===== src/rtl/gpio_bank_pkg.sv =====
package gpio_bank_pkg;
  localparam int DATA_W          = 32;
  localparam int ADDR_W          = 3;
  localparam int FIELD_W         = 2;
  localparam int PINS_PER_FUNC_W = DATA_W / FIELD_W;

  typedef enum logic [ADDR_W-1:0] {
    REG_LEVEL   = 3'd0,
    REG_DIR     = 3'd1,
    REG_SET     = 3'd2,
    REG_CLR     = 3'd3,
    REG_FUNC_LO = 3'd4,
    REG_FUNC_HI = 3'd5
  } reg_addr_e;

  typedef struct packed {
    logic dir_we;
    logic set_we;
    logic clr_we;
    logic func_lo_we;
    logic func_hi_we;
  } wr_strobe_t;
endpackage


===== src/rtl/gpio_wr_decode.sv =====
module gpio_wr_decode
  import gpio_bank_pkg::*;
(
  input  logic              we,
  input  logic [ADDR_W-1:0] addr,
  output wr_strobe_t        strobe
);
  always_comb begin
    strobe = '0;
    if (we) begin
      case (addr)
        REG_DIR:     strobe.dir_we     = 1'b1;
        REG_SET:     strobe.set_we     = 1'b1;
        REG_CLR:     strobe.clr_we     = 1'b1;
        REG_FUNC_LO: strobe.func_lo_we = 1'b1;
        REG_FUNC_HI: strobe.func_hi_we = 1'b1;
        default:     strobe = '0;
      endcase
    end
  end
endmodule


===== src/rtl/gpio_pin_ctrl.sv =====
module gpio_pin_ctrl
  import gpio_bank_pkg::*;
#(
  parameter int NUM_PINS = 32
) (
  input  logic                clk,
  input  logic                rst_n,
  input  wr_strobe_t          strobe,
  input  logic [DATA_W-1:0]   wdata,
  output logic [NUM_PINS-1:0] out_q,
  output logic [NUM_PINS-1:0] dir_q
);
  logic [NUM_PINS-1:0] wbits;
  logic [NUM_PINS-1:0] out_d;

  assign wbits = wdata[NUM_PINS-1:0];

  always_comb begin
    out_d = out_q;
    if (strobe.set_we)      out_d = out_q | wbits;
    else if (strobe.clr_we) out_d = out_q & ~wbits;
  end

  always_ff @(posedge clk or negedge rst_n) begin
    if (!rst_n) begin
      out_q <= '0;
      dir_q <= '0;
    end else begin
      out_q <= out_d;
      if (strobe.dir_we) dir_q <= wbits;
    end
  end
endmodule


===== src/rtl/gpio_func_regs.sv =====
module gpio_func_regs
  import gpio_bank_pkg::*;
#(
  parameter int NUM_PINS = 32
) (
  input  logic                        clk,
  input  logic                        rst_n,
  input  wr_strobe_t                  strobe,
  input  logic [DATA_W-1:0]           wdata,
  output logic [FIELD_W*NUM_PINS-1:0] func_sel,
  output logic [DATA_W-1:0]           lo_word,
  output logic [DATA_W-1:0]           hi_word
);
  for (genvar p = 0; p < NUM_PINS; p++) begin : g_pin
    localparam int  POS    = (p % PINS_PER_FUNC_W) * FIELD_W;
    localparam bit  IN_HI  = (p >= PINS_PER_FUNC_W);
    logic [FIELD_W-1:0] fld_q;
    logic               wr;

    assign wr = IN_HI ? strobe.func_hi_we : strobe.func_lo_we;

    always_ff @(posedge clk or negedge rst_n) begin
      if (!rst_n)  fld_q <= '0;
      else if (wr) fld_q <= wdata[POS +: FIELD_W];
    end

    assign func_sel[p*FIELD_W +: FIELD_W] = fld_q;
  end

  always_comb begin
    lo_word = '0;
    hi_word = '0;
    for (int p = 0; p < NUM_PINS; p++) begin
      if (p < PINS_PER_FUNC_W)
        lo_word[(p % PINS_PER_FUNC_W)*FIELD_W +: FIELD_W] = func_sel[p*FIELD_W +: FIELD_W];
      else
        hi_word[(p % PINS_PER_FUNC_W)*FIELD_W +: FIELD_W] = func_sel[p*FIELD_W +: FIELD_W];
    end
  end
endmodule


===== src/rtl/gpio_rd_mux.sv =====
module gpio_rd_mux
  import gpio_bank_pkg::*;
#(
  parameter int NUM_PINS = 32
) (
  input  logic [ADDR_W-1:0]   addr,
  input  logic [NUM_PINS-1:0] level_q,
  input  logic [NUM_PINS-1:0] dir_q,
  input  logic [DATA_W-1:0]   func_lo,
  input  logic [DATA_W-1:0]   func_hi,
  output logic [DATA_W-1:0]   rdata
);
  logic [DATA_W-1:0] level_w;
  logic [DATA_W-1:0] dir_w;

  always_comb begin
    level_w = '0;
    dir_w   = '0;
    level_w[NUM_PINS-1:0] = level_q;
    dir_w[NUM_PINS-1:0]   = dir_q;
  end

  always_comb begin
    case (addr)
      REG_LEVEL:   rdata = level_w;
      REG_DIR:     rdata = dir_w;
      REG_FUNC_LO: rdata = func_lo;
      REG_FUNC_HI: rdata = func_hi;
      default:     rdata = '0;
    endcase
  end
endmodule


===== src/rtl/gpio_setclr_bank.sv =====
module gpio_setclr_bank
  import gpio_bank_pkg::*;
#(
  parameter int NUM_PINS = 32
) (
  input  logic                        clk,
  input  logic                        rst_n,
  input  logic [ADDR_W-1:0]           bus_addr,
  input  logic                        bus_we,
  input  logic [DATA_W-1:0]           bus_wdata,
  output logic [DATA_W-1:0]           bus_rdata,
  input  logic [NUM_PINS-1:0]         pin_in,
  output logic [NUM_PINS-1:0]         pad_out,
  output logic [NUM_PINS-1:0]         pad_oe,
  output logic [FIELD_W*NUM_PINS-1:0] func_sel
);
  wr_strobe_t          strobe;
  logic [NUM_PINS-1:0] level_q;
  logic [DATA_W-1:0]   func_lo;
  logic [DATA_W-1:0]   func_hi;

  always_ff @(posedge clk or negedge rst_n) begin
    if (!rst_n) level_q <= '0;
    else        level_q <= pin_in;
  end

  gpio_wr_decode u_dec (
    .we     (bus_we),
    .addr   (bus_addr),
    .strobe (strobe)
  );

  gpio_pin_ctrl #(.NUM_PINS(NUM_PINS)) u_pins (
    .clk    (clk),
    .rst_n  (rst_n),
    .strobe (strobe),
    .wdata  (bus_wdata),
    .out_q  (pad_out),
    .dir_q  (pad_oe)
  );

  gpio_func_regs #(.NUM_PINS(NUM_PINS)) u_func (
    .clk      (clk),
    .rst_n    (rst_n),
    .strobe   (strobe),
    .wdata    (bus_wdata),
    .func_sel (func_sel),
    .lo_word  (func_lo),
    .hi_word  (func_hi)
  );

  gpio_rd_mux #(.NUM_PINS(NUM_PINS)) u_rd (
    .addr    (bus_addr),
    .level_q (level_q),
    .dir_q   (pad_oe),
    .func_lo (func_lo),
    .func_hi (func_hi),
    .rdata   (bus_rdata)
  );
endmodule


===== config.mk =====
export PLATFORM = sky130hd
export DESIGN_NAME = gpio_setclr_bank
export DESIGN_NICKNAME = d
export VERILOG_FILES = /design/src/rtl/gpio_bank_pkg.sv /design/src/rtl/gpio_wr_decode.sv /design/src/rtl/gpio_pin_ctrl.sv /design/src/rtl/gpio_func_regs.sv /design/src/rtl/gpio_rd_mux.sv /design/src/rtl/gpio_setclr_bank.sv
export SDC_FILE = /design/constraint.sdc
export NUM_CORES = 1
export LEC_CHECK = 0
export CAP_MARGIN = 30
export CORE_MARGIN = 4
export CORE_UTILIZATION = 60
export DETAILED_ROUTE_END_ITERATION = 8
export DONT_BUFFER_PORTS = 1
export PLACE_DENSITY = 0.76
export SYNTH_ARGS = -nofsm -noshare
export SYNTH_HDL_FRONTEND = slang
export SYNTH_SLANG_ARGS = --single-unit

===== constraint.sdc =====
create_clock -name clk -period 3.41 [get_ports clk]
set_clock_uncertainty 0.2 [all_clocks]
set_input_delay 0.8525 -clock clk [delete_from_list [all_inputs] [get_ports clk]]
set_output_delay 0.8525 -clock clk [all_outputs]
set_load 0.02 [all_outputs]

== After elaboration in Yosys (flattened, before gate mapping) ==
Cells that the tools add are included.

* Output and inout bits: 160
* Word-level logic and storage cells: 54
* Bits in registers: 160

* Muxes and demuxes: 9
* Eq/ne operators: 5
* Bitwise operators: 3
* Reduce and logical (&&, ||, !) cells: 2

{| class="wikitable"
|+ Operators by type and width
! operator !! count
|-
| case mux 32 bit (4 select lines) || 1
|-
| 2-to-1 mux 32 bit || 2
|-
| AND 32 bit || 1
|-
| NOT 32 bit || 1
|-
| OR 32 bit || 1
|-
| equality test 3 x 2 -> 1 bit (second input constant) || 2
|-
| equality test 3 bit (second input constant) || 2
|-
| 2-to-1 mux 1 bit || 5
|-
| 2-to-1 mux 5 bit || 1
|-
| equality test 3 x 1 -> 1 bit (second input constant) || 1
|-
| zero test 3 bit || 1
|-
| nonzero test 2 bit || 1
|}

== Logic depth before layout (Yosys ltp) ==
* Depth after elaboration: 5
* Gate-level depth with buffers: 5

== Cells and area by module ==
From an unflattened synthesis, not the netlist that was laid out.

* Cell total of the unflattened synthesis: 519
* Area, all modules: 7617.3 um^2

{| class="wikitable"
|+ Modules (own cells, without submodules)
! module !! instances !! area each (um^2) !! seq. area each (um^2) !! cells each
|-
| gpio_func_regs || 1 || 3170.5 || 1601.5 || 200
|-
| gpio_pin_ctrl || 1 || 2595.0 || 1601.5 || 170
|-
| gpio_rd_mux || 1 || 991.0 || 0.0 || 112
|-
| gpio_setclr_bank || 1 || 800.8 || 800.8 || 32
|-
| gpio_wr_decode || 1 || 60.1 || 0.0 || 5
|}

== Worst setup path after synthesis ==
OpenSTA, ideal clock, no wires.

* Kind: input-to-output
* Start point: input bus_addr[2]
* End point: output bus_rdata[0]
* Data required time: 2.358 ns
* Cell stages on the path: 5
* Buffers on the path: 3
* Arrival time: 1.959 ns
* Path slack: 0.399 ns
* Cells stage by stage: buf_2 > or2_2 > clkbuf_1 > buf_2 > o22ai_1

* Longest elaborated chain between the ends: 2
* Elaborated cells on any way between the ends: 5
* Those cells by class: eq/ne (3); mux (1); reduce/logical (1)

{| class="wikitable"
|+ Ends and longest elaborated chain
! item !! RTL line !! RTL
|-
| start, declared || gpio_setclr_bank.sv:8 || <nowiki>input logic [ADDR_W-1:0] bus_addr,</nowiki>
|-
| equality test 3 bit, or another cell as far along || gpio_rd_mux.sv:24 || <nowiki>case (addr)</nowiki>
|-
| case mux 32 bit (4 select lines) * || gpio_rd_mux.sv:24 ||
|-
| end, declared || gpio_setclr_bank.sv:11 || <nowiki>output logic [DATA_W-1:0] bus_rdata,</nowiki>
|}

Every way passes the cells marked *; elsewhere a longest branch is shown, timed or not.

== Worst setup path after layout ==
* Start point: input bus_addr[2]
* End point: output bus_rdata[6]

The elaborated chain is that of the path after synthesis.

==> summary.txt <==
STA
  • Crit path time final: 3.020 ns
  • Slew HR: 49.07%
  • Final-report hold violation count: 160
  • Final setup viols: 0
  • Period utilization: 88.56%
  • Setup TNS: 0 ns
  • Max Fclk: 331.1 MHz
  • Unrepaired setup endpoints after global routing: no
  • Hold WS: -0.07110 ns
  • Worst Tran Pin Value: 0.7639 ns
  • Slew Limit Fails: 0

Die
  • Std-Cell Rows: 39
  • I/O Pins: 230
  • Starting density of the core: 62.32%
  • Die H: 117.6 um
  • Core area: 11560 sq um
  • Die Wd: 117.6 um
  • Die area: 13830 sq um

Clock network
  • H-Tree Depth: 4
  • Clk_lat worst skew: 0.41 ns
  • Clock buffer depth: 2
  • Post-CTS Setup Bufs: 0
  • CTS tree: yes
  • CTS Root Cell: clkbuf_16
  • PostCTS Resize Cnt: 0
  • Clk sink count: 160
  • Number of CTS-inserted buffers: 17
  • Clock transition at path regs: 0.06 ns

Power and ir drop
  • Pint: 3864 uW
  • Leakage Power: 0.003926 uW
  • Switching share of total power: 31.39%
  • Sequential Power Share: 53.9%
  • Net Switching: 1768 uW
  • Pwr Density: 704.4 nW/um^2
  • Peak supply drop: 0.4588 mV
  • Clock share of power: 32.6%
  • Comb power frac: 13.5%

Global route
  • GRT Total Usage: 24.35%
  • First-pass GRT wire length: 26230 um
  • M2 GR Usage: 39.34%
  • Largest net degree at the start of global routing: 161
  • Vias in the first global route: 4418
  • Met3 global-route usage: 10.72%
  • Initial antenna violation count: 1
  • Grt peak-use layer: met2
  • GR Util met1: 29.51%
  • Grt total ovfl: 0

Routing
  • Detailed Route WL: 16710 um
  • Via/cell ratio: 6.253
  • TritonRoute pass-1 iters: 4
  • DRT iter0 DRCs: 321
  • Vias: 4177
  • Remaining DRCs: 0
  • Routed wire per std cell: 25.01 um
  • Antenna Violating Nets Remaining: 0

Logic synthesis
  • Mapped Area: 7207 sq um
  • Flops & latches, synth: 160
  • Ys Warns: 0
  • Most frequent cell after synthesis: dfrtp_1
  • Post-synth top cells: dfrtp_1 (160), mux2i_1 (96), mux2_4 (60), mux2_2 (36)
  • Top cells by area, synth: dfrtp_1 (56%), mux2i_1 (13%), mux2_4 (13%)
  • Top FF cell, synth: dfrtp_1
  • Ys async rst share: 100.0%
  • EDFF count, synth: 0
  • Cell taking the most area after synthesis: dfrtp_1
  • Mapped Nets: 564
  • Avg Cell Area, Syn: 14.59 sq um
  • Post-synth top area share: 55.56%
  • Seq/Total Area, Yosys: 55.56%
  • Synth cell types: 16
  • Synth Instances: 494

Critical path
  • WS Path Type: in -> out
  • WP data arrival: 1.97 ns
  • Worst Setup Start Kind: input port
  • Worst Path Max Fanout: 37
  • Worst Path Required: 2.36 ns
  • CP Capture Type: output pin
  • Reg2Reg Depth: 1

Placed design
  • Placed cell count: 635
  • Hpwl dp: 10600 um
  • Routability Congestion: 0.7913
  • PortBufs: 0

Hold path
  • HP Class: in -> async

Layout
  • Final Non-Filler Cells: 668
  • Area growth syn-to-layout: 10.94%
  • Layout cell share with drive strength beyond 1: 31.68%
  • Nets: 581
  • Final Util: 69.13%

Run status
  • Outcome: finished with violations
  • Failing checks: negative hold slack

Flow run
  • Max_cap viols: 0
==> cell families after synthesis <==
group	after synthesis	share of synthesized area, %
AO/OA/AOI/OAI	32	2.778
flip-flops	160	55.56
buffers and inverters	73	5.660
multiplexers	192	31.46
AND/OR/NAND/NOR	37	4.549
==> path summary, 6_finish.rpt <==
kind / from / to / slack, ns
min: rst_n / level_q[0] / -0.07
max in group asynchronous: rst_n / level_q[25] / 2.90
min reg2reg: flop / flop / 0.44
max reg2reg: u_func.g_pin[5].fld_q[0] / u_func.g_pin[5].fld_q[0] / 2.29
min in group clk: pin_in[12] / level_q[12] / 0.26
max: bus_addr[2] / bus_rdata[6] / 0.39
==> placed cells by master, fill, tap and decap left out, drive strengths merged <==
master	netlist	layout
dfrtp	160	160
mux2i	96	96
mux2	96	96
buf	27	39
nand4b	33	33
o22ai	32	32
inv	32	32
clkbuf	14	26
clkinv	0	4
nor4bb	2	2
bufinv	0	2
diode	0	1
or2	1	1
nand2b	1	1
==> worst max-delay path: stages <==
cell	delay, ns
or2_2	0.58
o22ai_1	0.33
buf_4	0.19
==> power by group through the flow <==
stage	registers, uW	clock network, uW	logic [uW]
floorplan	2920	0	669
global placement	3050	0	735
detailed placement	3060	0	766
CTS	3040	1870	766
global route	3080	1960	821
finish	3040	1840	760
==> area by class of cell <==
| cell class | count | area, sq um |
|---|---|---|
| Multi-Input combinational cell | 261 | 2828 |
| Antenna cell | 1 | 2.502 |
| Sequential cell | 160 | 4004 |
| Timing Repair Buffer | 39 | 292.8 |
| Clock inverter | 6 | 80.08 |
| Inverter | 32 | 120.1 |
| Tap cell | 143 | 178.9 |
| Clock buffer | 26 | 489.2 |
| Fill cell | 779 | 3570 |
==> layer usage <==
layer / up-vias / part of all wire (%)
met5: - / 0
met4: 0 / 1.6
met3: 22 / 9.2
met2: 174 / 49
li1: 1803 / -
met1: 2178 / 40
==> per-stage QoR <==
step	worst slack (ns)	total power [uW]	instance area, sq um
3_5_place_dp	0.3960	3829	7423
2_1_floorplan	0.3989	3592	7207
4_1_cts	0.4034	5675	7993
3_3_place_gp	0.4606	3788	7423
6_report	0.3901	5632	7995
5_1_grt	0.3462	5862	7995
Power figures use the tool's default switching activity.
